<file path="src/rtl/ring_pkg.sv">
package ring_pkg;
  // Index width that never collapses to zero bits.
  function automatic int idx_bits(input int n);
    return (n > 1) ? $clog2(n) : 1;
  endfunction
endpackage

</file>
<file path="src/rtl/ring_slice.sv">
module ring_slice
  import ring_pkg::*;
#(
  parameter int DEPTH  = 4,
  parameter int DATA_W = 8
) (
  input  logic              clk,
  input  logic              rst,
  input  logic              lead_n,     // low: this slice starts with both tokens
  input  logic              xi,         // ring input from previous slice
  output logic              xo,         // ring output to next slice
  input  logic              push,
  input  logic [DATA_W-1:0] push_data,
  input  logic              pop,
  output logic [DATA_W-1:0] pop_word,   // zero unless this slice pops
  output logic              can_push,
  output logic              can_pop,
  output logic              has_wtok,
  output logic              has_rtok
);
  localparam int PW = idx_bits(DEPTH);
  localparam int CW = $clog2(DEPTH + 1);
  localparam logic [PW-1:0] LAST = PW'(DEPTH - 1);
  localparam logic [CW-1:0] CAP  = CW'(DEPTH);

  logic [DATA_W-1:0] mem [DEPTH];
  logic [PW-1:0] wp, rp;
  logic [CW-1:0] cnt;
  logic          xi_q;
  logic          wtok, rtok;

  wire w_in    = xi & ~xi_q;   // write token arrives
  wire r_in    = ~xi & xi_q;   // read token arrives
  wire do_push = push & can_push;
  wire do_pop  = pop & can_pop;

  assign can_push = wtok & (cnt != CAP);
  assign can_pop  = rtok & (cnt != '0);
  assign has_wtok = wtok;
  assign has_rtok = rtok;

  always_ff @(posedge clk) begin
    if (rst) begin
      wtok <= ~lead_n;
      rtok <= ~lead_n;
      wp   <= '0;
      rp   <= '0;
      cnt  <= '0;
      xo   <= 1'b0;
      xi_q <= 1'b0;
    end else begin
      xi_q <= xi;
      if (do_push) begin
        wp <= (wp == LAST) ? '0 : wp + 1'b1;
        if (wp == LAST) begin
          wtok <= 1'b0;
          xo   <= 1'b1;
        end
      end else if (w_in) begin
        wtok <= 1'b1;
      end
      if (do_pop) begin
        rp <= (rp == LAST) ? '0 : rp + 1'b1;
        if (rp == LAST) begin
          rtok <= 1'b0;
          xo   <= 1'b0;
        end
      end else if (r_in) begin
        rtok <= 1'b1;
      end
      cnt <= cnt + CW'(do_push) - CW'(do_pop);
    end
  end

  // Storage without reset so it can map onto block RAM.
  always_ff @(posedge clk) begin
    if (do_push) mem[wp] <= push_data;
  end

  assign pop_word = do_pop ? mem[rp] : '0;

  // both hand-overs can never be requested by one slice in one cycle
  a_r8_no_dual_handoff: assert property (@(posedge clk) disable iff (rst)
    !(do_push && wp == LAST && do_pop && rp == LAST));

  // occupancy never exceeds capacity
  a_r11_no_overfill: assert property (@(posedge clk) disable iff (rst)
    cnt <= CAP);

  // after handing the write token on, the slice no longer holds it
  a_r3_release_wtok: assert property (@(posedge clk) disable iff (rst)
    $rose(xo) |-> !wtok);

  // after handing the read token on, the slice no longer holds it
  a_r4_release_rtok: assert property (@(posedge clk) disable iff (rst)
    $fell(xo) |-> !rtok);
endmodule

</file>
<file path="src/rtl/ring_cascade_fifo.sv">
module ring_cascade_fifo
  import ring_pkg::*;
#(
  parameter int N_SLICES = 3,
  parameter int DEPTH    = 4,
  parameter int DATA_W   = 8
) (
  input  logic                          clk,
  input  logic                          rst,
  input  logic [idx_bits(N_SLICES)-1:0] first_sel,
  input  logic                          wr_en,
  input  logic [DATA_W-1:0]             wr_data,
  input  logic                          rd_en,
  output logic [DATA_W-1:0]             rd_data,
  output logic                          full,
  output logic                          empty,
  output logic [N_SLICES-1:0]           wr_tok,
  output logic [N_SLICES-1:0]           rd_tok
);
  localparam int SW = idx_bits(N_SLICES);

  logic [N_SLICES-1:0] xo, can_push, can_pop;
  logic [DATA_W-1:0]   pop_word [N_SLICES];
  logic [DATA_W-1:0]   merged;

  for (genvar i = 0; i < N_SLICES; i++) begin : g_slice
    localparam int PREV = (i + N_SLICES - 1) % N_SLICES;
    ring_slice #(.DEPTH(DEPTH), .DATA_W(DATA_W)) u_slice (
      .clk       (clk),
      .rst       (rst),
      .lead_n    (first_sel != SW'(i)),
      .xi        (xo[PREV]),
      .xo        (xo[i]),
      .push      (wr_en),
      .push_data (wr_data),
      .pop       (rd_en),
      .pop_word  (pop_word[i]),
      .can_push  (can_push[i]),
      .can_pop   (can_pop[i]),
      .has_wtok  (wr_tok[i]),
      .has_rtok  (rd_tok[i])
    );
  end

  // Flags from all slices in parallel.
  assign full  = ~|can_push;
  assign empty = ~|can_pop;

  always_comb begin
    merged = '0;
    for (int i = 0; i < N_SLICES; i++) merged = merged | pop_word[i];
  end

  always_ff @(posedge clk) begin
    if (rst)                  rd_data <= '0;
    else if (rd_en && !empty) rd_data <= merged;
  end

  // token uniqueness
  a_r9_one_wtok: assert property (@(posedge clk) disable iff (rst)
    $onehot0(wr_tok));
  a_r9_one_rtok: assert property (@(posedge clk) disable iff (rst)
    $onehot0(rd_tok));

  // a hand-over gap lasts exactly one cycle
  a_r5_wgap_one_cycle: assert property (@(posedge clk) disable iff (rst)
    (wr_tok == '0) |=> ($countones(wr_tok) == 1));
  a_r5_rgap_one_cycle: assert property (@(posedge clk) disable iff (rst)
    (rd_tok == '0) |=> ($countones(rd_tok) == 1));

  // a read while empty keeps the output word
  a_r7_hold_when_empty: assert property (@(posedge clk) disable iff (rst)
    (rd_en && empty) |=> $stable(rd_data));
endmodule

</file>
<file path="config.mk">
export PLATFORM = sky130hd
export DESIGN_NAME = ring_cascade_fifo
export DESIGN_NICKNAME = d
export VERILOG_FILES = /design/src/rtl/ring_pkg.sv /design/src/rtl/ring_slice.sv /design/src/rtl/ring_cascade_fifo.sv
export SDC_FILE = /design/constraint.sdc
export NUM_CORES = 1
export LEC_CHECK = 0
export BUFFER_PORTS_ARGS = -buffer_cell sky130_fd_sc_hd__buf_2
export CAP_MARGIN = 5
export CORE_MARGIN = 2
export CORE_UTILIZATION = 55
export CTS_CLUSTER_SIZE = 10
export DETAILED_ROUTE_END_ITERATION = 12
export MAX_ROUTING_LAYER = met4
export PLACE_DENSITY = 0.88
export SLEW_MARGIN = 0
export SYNTH_ARGS = -nofsm -noshare
export SYNTH_HDL_FRONTEND = slang
export SYNTH_SLANG_ARGS = --single-unit
</file>
<file path="constraint.sdc">
create_clock -name clk -period 2.3 [get_ports clk]
set_input_delay 0 -clock clk [delete_from_list [all_inputs] [get_ports clk]]
set_output_delay 0 -clock clk [all_outputs]
set_load 0.02 [all_outputs]
</file>
==> results of run 1 <==
## area by class of cell
type | instances | area [um2] | share of cell area [%]
Clock inverter | 7 | 87.6 | 1.28
Multi-Input combinational cell | 191 | 1790 | 26.3
Clock buffer | 25 | 464 | 6.81
Tap cell | 136 | 170 | 2.49
Sequential cell | 143 | 3880 | 56.9
Inverter | 22 | 82.6 | 1.21
Timing Repair Buffer | 50 | 340 | 4.99
## per-layer routing
| layer | GRT usage, % | vias to the layer above | share of wire [%] |
|---|---|---|---|
| met5 | - | - | 0 |
| met1 | 29.0 | 1768 | 42 |
| met4 | 7.05 | 0 | 1.2 |
| met3 | 5.69 | 16 | 4.7 |
| met2 | 37.6 | 121 | 52 |
| li1 | - | 1559 | - |
## registers in the layout, summed over array words and instances (netlist names), named ones only
signal,flops
rd_data,8
g_slice.u_slice.mem,96
g_slice.u_slice.has_rtok,3
g_slice.u_slice.has_wtok,3
g_slice.u_slice.xi_q,3
g_slice.u_slice.rp,6
g_slice.u_slice.xo,3
g_slice.u_slice.cnt,9
g_slice.u_slice.wp,6
## cell families after synthesis
kind of cell / Yosys count
compound gates: 64
mux: 28
flops: 143
xor+xnor: 6
simple gates: 71
fa+ha+maj: 22
buf+inv: 46
## through the flow
stage | total power [W] | worst slack [ns]
after floorplan | 0.00420 | 0.0673
after global placement | 0.00449 | 0.247
after detailed placement | 0.00459 | 0.126
after CTS | 0.00718 | 0.102
after global routing | 0.00746 | 0.00155
final | 0.00717 | 0.101
## placed cells by master (no fill, tap or decap), drive strengths merged, types with 12 or more instances in the layout
master	synthesis	layout
edfxtp	102	102
dfxtp	41	41
buf	16	35
clkbuf	8	25
mux4	24	24
inv	22	22
ha	19	19
nor2	15	15
dlygate4sd3	0	15
o31ai	12	12
## tightest hold or removal path: cells and delay by family
kind	cells	cell delay, ns
AOI/OAI and AO/OA	2	0.31
buffers and inverters	1	0.14
and+or+nand+nor	1	0.12
## path summary, 6_finish.rpt
kind	startpoint	to	slack, ns	cells past startpoint
worst max register to register	g_slice[1].u_slice.cnt[2]$_SDFF_PP0_	g_slice[1].u_slice.cnt[2]$_SDFF_PP0_	0.10	9
worst max-delay path	g_slice[1].u_slice.cnt[2]$_SDFF_PP0_	g_slice[1].u_slice.cnt[2]$_SDFF_PP0_	0.10	9
worst min register to register	g_slice[1].u_slice.xo$_SDFF_PP0_	g_slice[2].u_slice.xi_q$_SDFF_PP0_	0.52	1
worst min-delay path	rd_en	g_slice[2].u_slice.rp[1]$_SDFFE_PP0P_	0.11	4
## synthesized netlist by cell type (all sizes together)
library cell  count
nand2b            1
a21oi            11
nand2            11
nor2             15
a31oi             8
and2             11
dfxtp            41
and3              1
nor3b             3
or3b              3
o311a             3
fa                3
mux2i             4
nor3              2
nor2b             7
ha               19
xor2              3
buf              16
o311ai            1
nand4             6
and4              3
o31ai            12
nand3b            2
a22oi             8
or3               3
o21ai             6
a311o             3
inv              22
edfxtp          102
a222oi            1
o41ai             8
clkbuf            8
nand3             3
o21a              3
mux4             24
xnor2             3
## report_power, final
group | switching, W | internal [W]
logic | 0.000727 | 0.000584
registers | 0.000261 | 0.00301
clock network | 0.000991 | 0.00159
## timing repair
item                                   4_1_cts  5_1_grt
gates resized for setup                      0        1
setup endpoints to repair                    0        1
hold buffers                                15        0
endpoints found under the hold margin      120        0
==> flow_summary_export.csv, run 1 <==
group,metric,value,unit
layout,drive_gt1_share,21.2,%
timing,min_period_over_period,95.6,%
floorplanning,dieArea,11500,um2
critical_path,max_stage_delay,0.39,ns
detailed_routing,finalWirelength,11.9,mm
timing,finalHoldViolations,0,
critical_path,crit_type,"register to register",
logic_synthesis,avgSynthCellArea,15.5,um2
logic_synthesis,ys_types,40,
pwr,p_per_area,1050,nW/um2
cts,cts-root-buf,"clkbuf_8",
logic_synthesis,yosys_warnings,0,
timing,worst_slew_pin_slew,0.625,ns
logic_synthesis,synth-seq-cells,143,
timing,relSlewSlack,58.3,%
detailed_routing,drtIter0Drc,293,
logic_synthesis,synth_simple_gate_area_share,6.79,%
pwr,total_leakage_power,2.41,nW
grt,grt_usage,23.1,%
logic_synthesis,synth.area.top_cells,"edfxtp_1, dfxtp_1, mux4_2",
cts,cts_max_level,4,
layout,final_cells,574,
grt,grt_pass1_wl,19.0,mm
placed_design,place_inst,527,
cts,cts_post_setup_buffers_inserted,0,
critical_path,worstPathArrival,2.59,ns
cts,insertion_delay,0.52,ns
placed_design,placed_area,6110,um2
run_status,status,"completed",
detailed_routing,detail_route.wl_per_cell,20.8,um
cts,cts.sinks,143,
layout,post-route-cell-area,6820,um2
logic_synthesis,netlist_area,5870,um2
grt,grt_start_max_net_pins,24,
cts,cts_buffers,17,
critical_path,worst-path-max-fanout,6,
layout,num_antenna_cells,0,
layout,fillers,718,
grt,grt_pass1_vias,3511,
timing,grt_setup_unrepaired,"no",
grt,grt_antenna_before_repair,0,
detailed_routing,ant_nets,0,
layout,fin_util,65.8,%
pwr,ir_drop,0.000756,V
layout,area_growth,16.1,%
timing,period_needed,2.20,ns
logic_synthesis,syn-num-nets,416,
timing,finClkSkew,0.00785,ns
timing,fmax,455,MHz
floorplanning,die_x,107,um
logic_synthesis,synth_compound_area_share,7.77,%
critical_path,critPathRequiredTime,2.69,ns
cts,clk_pin_slew,0.06,ns
detailed_routing,first_pass_iters,4,
critical_path,cp_slowest_cell,"o311a_1",
hold_path,hp-class,"input pin to register",
critical_path,start_kind,"register",
floorplanning,rows,37,
cts,cts_buffer_depth,2,
placed_design,globalplace.congestion,0.850,
floorplanning,core,10400,um2
logic_synthesis,synthMuxAreaShare,9.88,%
logic_synthesis,synth_top_area_share,52.1,%
floorplanning,pin_count,30,
detailed_routing,viasPerCell,6.03,
logic_synthesis,synth_top_family_by_area,"multiplexers",
logic_synthesis,yosys.area_share.adder,5.07,%
detailed_routing,drc,0,
placed_design,numPortBuffers,29,
critical_path,crit_chain,"o311a_1, ha_1, inv_1, ha_1, inv_1, fa_1, xor2_1, and2_1, nor3_2",
critical_path,crit_buf_inv,2,
critical_path,crit_path_end_kind,"register",
logic_synthesis,synth_xor_area_share,0.895,%
logic_synthesis,synth_top_cell_by_area,"edfxtp_1",
cts,tritoncts,"done",
placed_design,hpwl,7.83,mm
floorplanning,die_y,107,um
timing,hold_slack,0.112,ns
job,maxCapViolCount,0,
timing,slew_viol_final,0,
detailed_routing,vias,3464,
grt,grt_overflow_total,0,
critical_path,critical-path-top-delay-family,"adder cells",
timing,fin_setup_tns,0,ns
floorplanning,start_util,56.6,%
layout,fin_nets,461,
timing,setup_viol,0,
logic_synthesis,seq_area_frac_synth,66.1,%
logic_synthesis,synth_cells,380,
Note: power is estimated with default switching activity, not from simulation.
==> run 2: changes to the inputs <==
CTS_CLUSTER_SIZE = 8   (was 10)
PLACE_DENSITY = 0.85   (was 0.88)
clock period = 2.5 ns   (was 2.3 ns; I/O delays follow)
==> run 2 against run 1 <==
Effect of this change: power decreased by 5.6%; first-iteration DRC count decreased by 3.8%; sequential share of layout area decreased by 0.26 points; critical endpoint unchanged; largest cell class unchanged; highest routed layer unchanged.
==> flow_summary_export.csv, run 2 (synthesis results as in run 1) <==
group,metric,value,unit
critical_path,worst-path-max-fanout,6,
layout,num_antenna_cells,0,
critical_path,worstPathArrival,2.65,ns
cts,cts.sinks,143,
layout,area_growth,16.6,%
layout,drive_gt1_share,22.1,%
grt,grt_usage,22.5,%
critical_path,crit_path_end_kind,"register",
placed_design,dp_slack,0.296,ns
placed_design,place_inst,526,
cts,cts_max_level,4,
layout,fin_nets,458,
critical_path,crit_buf_inv,2,
floorplanning,dieArea,11500,um2
cts,clk_pin_slew,0.06,ns
timing,finalHoldViolations,0,
pwr,p_per_area,988,nW/um2
layout,final_cells,571,
placed_design,globalplace.congestion,0.812,
timing,min_period_over_period,88.5,%
layout,layout_common_cells,"edfxtp_1, dfxtp_1, buf_2",
job,maxCapViolCount,0,
run_status,status,"completed",
hold_path,hp-class,"input pin to register",
timing,relSlewSlack,60.2,%
detailed_routing,drc,0,
layout,fin_util,66.1,%
cts,tritoncts,"done",
critical_path,cp_slowest_cell,"o311a_1",
layout,largest_reg_flops,96,
floorplanning,die_y,107,um
floorplanning,die_x,107,um
timing,setup_viol,0,
cts,cts_buffers,17,
critical_path,critical-path-top-delay-family,"adder cells",
detailed_routing,ant_nets,0,
cts,cts_buffer_depth,2,
critical_path,max_stage_delay,0.39,ns
placed_design,hpwl,7.52,mm
floorplanning,rows,37,
timing,finClkSkew,0.00607,ns
placed_design,numPortBuffers,29,
critical_path,crit_type,"register to register",
critical_path,crit_chain,"o311a_1, ha_1, inv_1, ha_1, inv_1, fa_1, xor2_1, and2_1, nor3_1",
layout,fillers,703,
timing,slew_viol_final,0,
floorplanning,core,10400,um2
detailed_routing,viasPerCell,6.05,
grt,grt_antenna_before_repair,0,
grt,grt_pass1_wl,18.4,mm
timing,setup_ws,0.289,ns
grt,grt_start_max_net_pins,26,
floorplanning,pin_count,30,
timing,period_needed,2.21,ns
grt,grt_overflow_total,0,
cts,insertion_delay,0.52,ns
pwr,ir_drop,0.000653,V
detailed_routing,detail_route.wl_per_cell,20.3,um
cts,cts-resized-gates,0,
placed_design,placed_area,6110,um2
detailed_routing,first_pass_iters,5,
critical_path,critPathRequiredTime,2.94,ns
detailed_routing,drtIter0Drc,282,
cts,cts-root-buf,"clkbuf_8",
timing,fin_setup_tns,0,ns
timing,grt_setup_unrepaired,"no",
critical_path,start_kind,"register",
grt,grt_pass1_vias,3460,
detailed_routing,vias,3454,
timing,fmax,452,MHz
layout,post-route-cell-area,6850,um2
floorplanning,start_util,56.6,%
layout,regMostFlops,"g_slice.u_slice.mem",
pwr,total_leakage_power,2.43,nW
timing,worst_slew_pin_slew,0.597,ns
layout,layout_commonest_cell,"edfxtp_1",
cts,cts_post_setup_buffers_inserted,0,
layout,top_regs,"g_slice.u_slice.mem: 96 flops, g_slice.u_slice.cnt: 9 flops, rd_data: 8 flops",
detailed_routing,finalWirelength,11.6,mm
-- run 2: changes by cell type in the layout (fill, tap and decap cells not counted), sizes merged --
cell / change
clkinv: +1
clkinvlp: +1
dlygate4sd3: -2
buf: -1
bufinv: +1
clkbuf: -3
-- run 2: repair_timing --
item                                    in CTS  in global routing
hold buffers                                13                  0
endpoints found under the setup margin       0                  0
endpoints found under the hold margin      118                  0
-- run 2: report_power, final --
group          internal, W  switching, W
Combinational     0.000531      0.000666
Sequential         0.00277      0.000236
Clock              0.00165      0.000916
Total              0.00495       0.00182
-- run 2: area by class of cell --
class,count,area (um2),share of cell area (%)
Sequential cell,143,3880,56.7
Multi-Input combinational cell,191,1790,26.1
Clock buffer,22,483,7.05
Inverter,22,82.6,1.21
Timing Repair Buffer,47,313,4.57
Clock inverter,10,133,1.94
Tap cell,136,170,2.48
-- run 2: metal layers --
layer	routed length (um)	vias up	global-route usage, %
met5	0	-	-
met4	138	0	6.59
met3	614	15	5.69
met2	6140	123	37.2
met1	4690	1766	27.9
li1	-	1550	-
-- run 2: through the flow --
stage | hold WS (ns) | power (W)
after floorplan | 0.0989 | 0.00386
after global placement | 0.336 | 0.00413
after detailed placement | 0.344 | 0.00422
after CTS | 0.0844 | 0.00680
after global routing | 0.120 | 0.00707
final | 0.111 | 0.00677
-- run 2: worst paths after layout --
| path | startpoint | endpoint | cells past startpoint | slack (ns) |
|---|---|---|---|---|
| max | g_slice[1].u_slice.cnt[2]$_SDFF_PP0_ | g_slice[1].u_slice.cnt[2]$_SDFF_PP0_ | 9 | 0.29 |
| min | rd_en | g_slice[2].u_slice.rp[0]$_SDFFE_PP0P_ | 5 | 0.11 |
| max reg2reg | g_slice[1].u_slice.cnt[2]$_SDFF_PP0_ | g_slice[1].u_slice.cnt[2]$_SDFF_PP0_ | 9 | 0.29 |
| min reg2reg | g_slice[2].u_slice.rp[1]$_SDFFE_PP0P_ | g_slice[2].u_slice.rp[1]$_SDFFE_PP0P_ | 2 | 0.51 |
-- run 2: tightest hold or removal path, cell delays in order --
cell and delay [ns]:
buf_2 0.14, o311ai_1 0.12, buf_4 0.15, or3_1 0.09
a21oi_1 0.07
==> run 3: changes to the inputs <==
MAX_ROUTING_LAYER = unset   (was met4)
==> run 3 against run 2 <==
Effect of this change: register-to-register slack hardly changed; clock skew is 0.00070 ns lower; sequential power hardly changed; clock power hardly changed; critical path depth stayed put; highest routed layer unchanged; sequential cell count stayed put; core utilization stayed put; largest power group unchanged.
==> flow_summary_export.csv, run 3 (synthesis results as in run 1) <==
group,metric,value,unit
layout,final_cells,571,
pwr,p_per_area,987,nW/um2
floorplanning,die_x,107,um
timing,hold_slack,0.116,ns
critical_path,crit_buf_inv,2,
critical_path,cp_slowest_cell,"o311a_1",
layout,drive_gt1_share,22.1,%
timing,slew_viol_final,0,
timing,period_needed,2.21,ns
critical_path,crit_chain,"o311a_1, ha_1, inv_1, ha_1, inv_1, fa_1, xor2_1, and2_1, nor3_1",
placed_design,placed_area,6110,um2
cts,insertion_delay,0.52,ns
placed_design,numPortBuffers,29,
cts,cts_buffer_depth,2,
cts,cts-root-buf,"clkbuf_8",
cts,tritoncts,"done",
timing,min_period_over_period,88.3,%
grt,grt_pass1_wl,18.5,mm
floorplanning,dieArea,11500,um2
job,maxCapViolCount,0,
grt,grt_usage,22.0,%
detailed_routing,detail_route.wl_per_cell,20.4,um
timing,relSlewSlack,60.3,%
critical_path,critPathRequiredTime,2.94,ns
detailed_routing,ant_nets,0,
critical_path,worst-path-max-fanout,6,
critical_path,max_stage_delay,0.39,ns
pwr,ir_drop,0.000652,V
cts,cts_max_level,4,
grt,grt_start_max_net_pins,26,
layout,largest_reg_flops,96,
cts,clk_pin_slew,0.06,ns
critical_path,crit_type,"register to register",
floorplanning,rows,37,
layout,regMostFlops,"g_slice.u_slice.mem",
run_status,status,"completed",
critical_path,crit_path_end_kind,"register",
floorplanning,pin_count,30,
detailed_routing,viasPerCell,6.00,
detailed_routing,vias,3424,
floorplanning,start_util,56.6,%
critical_path,worstPathArrival,2.64,ns
grt,grt_antenna_before_repair,0,
detailed_routing,drtIter0Drc,278,
layout,fin_nets,458,
detailed_routing,first_pass_iters,5,
placed_design,globalplace.congestion,0.800,
grt,grt_pass1_vias,3439,
layout,layout_common_cells,"edfxtp_1, dfxtp_1, buf_2",
layout,layout_commonest_cell,"edfxtp_1",
grt,grt_overflow_total,0,
critical_path,critical-path-top-delay-family,"adder cells",
pwr,total_leakage_power,2.43,nW
detailed_routing,finalWirelength,11.6,mm
timing,worst_slew_pin_slew,0.595,ns
placed_design,hpwl,7.52,mm
detailed_routing,drc,0,
layout,area_growth,16.6,%
layout,post-route-cell-area,6850,um2
timing,fin_setup_tns,0,ns
placed_design,place_inst,526,
floorplanning,die_y,107,um
timing,finalHoldViolations,0,
pwr,p_total,0.00676,W
cts,cts.sinks,143,
layout,top_regs,"g_slice.u_slice.mem: 96 flops, g_slice.u_slice.cnt: 9 flops, rd_data: 8 flops",
layout,num_antenna_cells,0,
cts,cts_buffers,17,
hold_path,hp-class,"input pin to register",
critical_path,start_kind,"register",
floorplanning,core,10400,um2
timing,finClkSkew,0.00536,ns
timing,grt_setup_unrepaired,"no",
timing,setup_viol,0,
timing,fmax,453,MHz
cts,cts_post_setup_buffers_inserted,0,
[run 3: tightest hold or removal path: stages]
cell,delay [ns]
buf_2,0.14
o311ai_1,0.12
buf_4,0.15
or3_1,0.09
a21oi_1,0.07
[run 3: power by group]
group | leakage [nW] | internal [W] | switching (W)
clock network | 0.300 | 0.00165 | 0.000913
logic | 0.861 | 0.000531 | 0.000664
registers | 1.26 | 0.00277 | 0.000238
total | 2.43 | 0.00495 | 0.00181
[run 3: worst paths after layout]
kind                                                       startpoint                                   end  slack [ns]  depth (start not counted)
worst max-delay path             g_slice[1].u_slice.cnt[2]$_SDFF_PP0_  g_slice[1].u_slice.cnt[2]$_SDFF_PP0_        0.29                          9
worst min-delay path                                            rd_en                              register        0.12                          5
worst max register to register   g_slice[1].u_slice.cnt[2]$_SDFF_PP0_  g_slice[1].u_slice.cnt[2]$_SDFF_PP0_        0.29                          9
worst min register to register  g_slice[2].u_slice.rp[0]$_SDFFE_PP0P_                              register        0.51                          2
[run 3: cell type report]
type | count | area [um2]
clock buffers | 22 | 483
clock inverters | 10 | 133
fillers | 703 | 3520
inverters | 22 | 82.6
multi-input cells | 191 | 1790
flip-flops and latches | 143 | 3880
well taps | 136 | 170
repair buffers | 47 | 313
[run 3: through the flow]
step / setup WS (ns) / util [%]
after floorplan: 0.267 / -
after global placement: 0.445 / 58.9
after detailed placement: 0.296 / 58.9
after CTS: 0.272 / 66.1
after global routing: 0.170 / 66.1
final: 0.293 / 66.1
[run 3: what timing repair did]
item	CTS	global route
hold buffers	13	0
hold endpoints to repair	118	0
gates resized for setup	0	0
[run 3: per-layer routing]
metal  global-route usage, %  vias to the layer above  routed length [um]
met5                       0                        -                   0
met4                    7.42                        0                 131
met3                    5.27                       14                 584
met2                    37.3                      116                6180
met1                    28.0                     1746                4740
li1                        -                     1548                   -
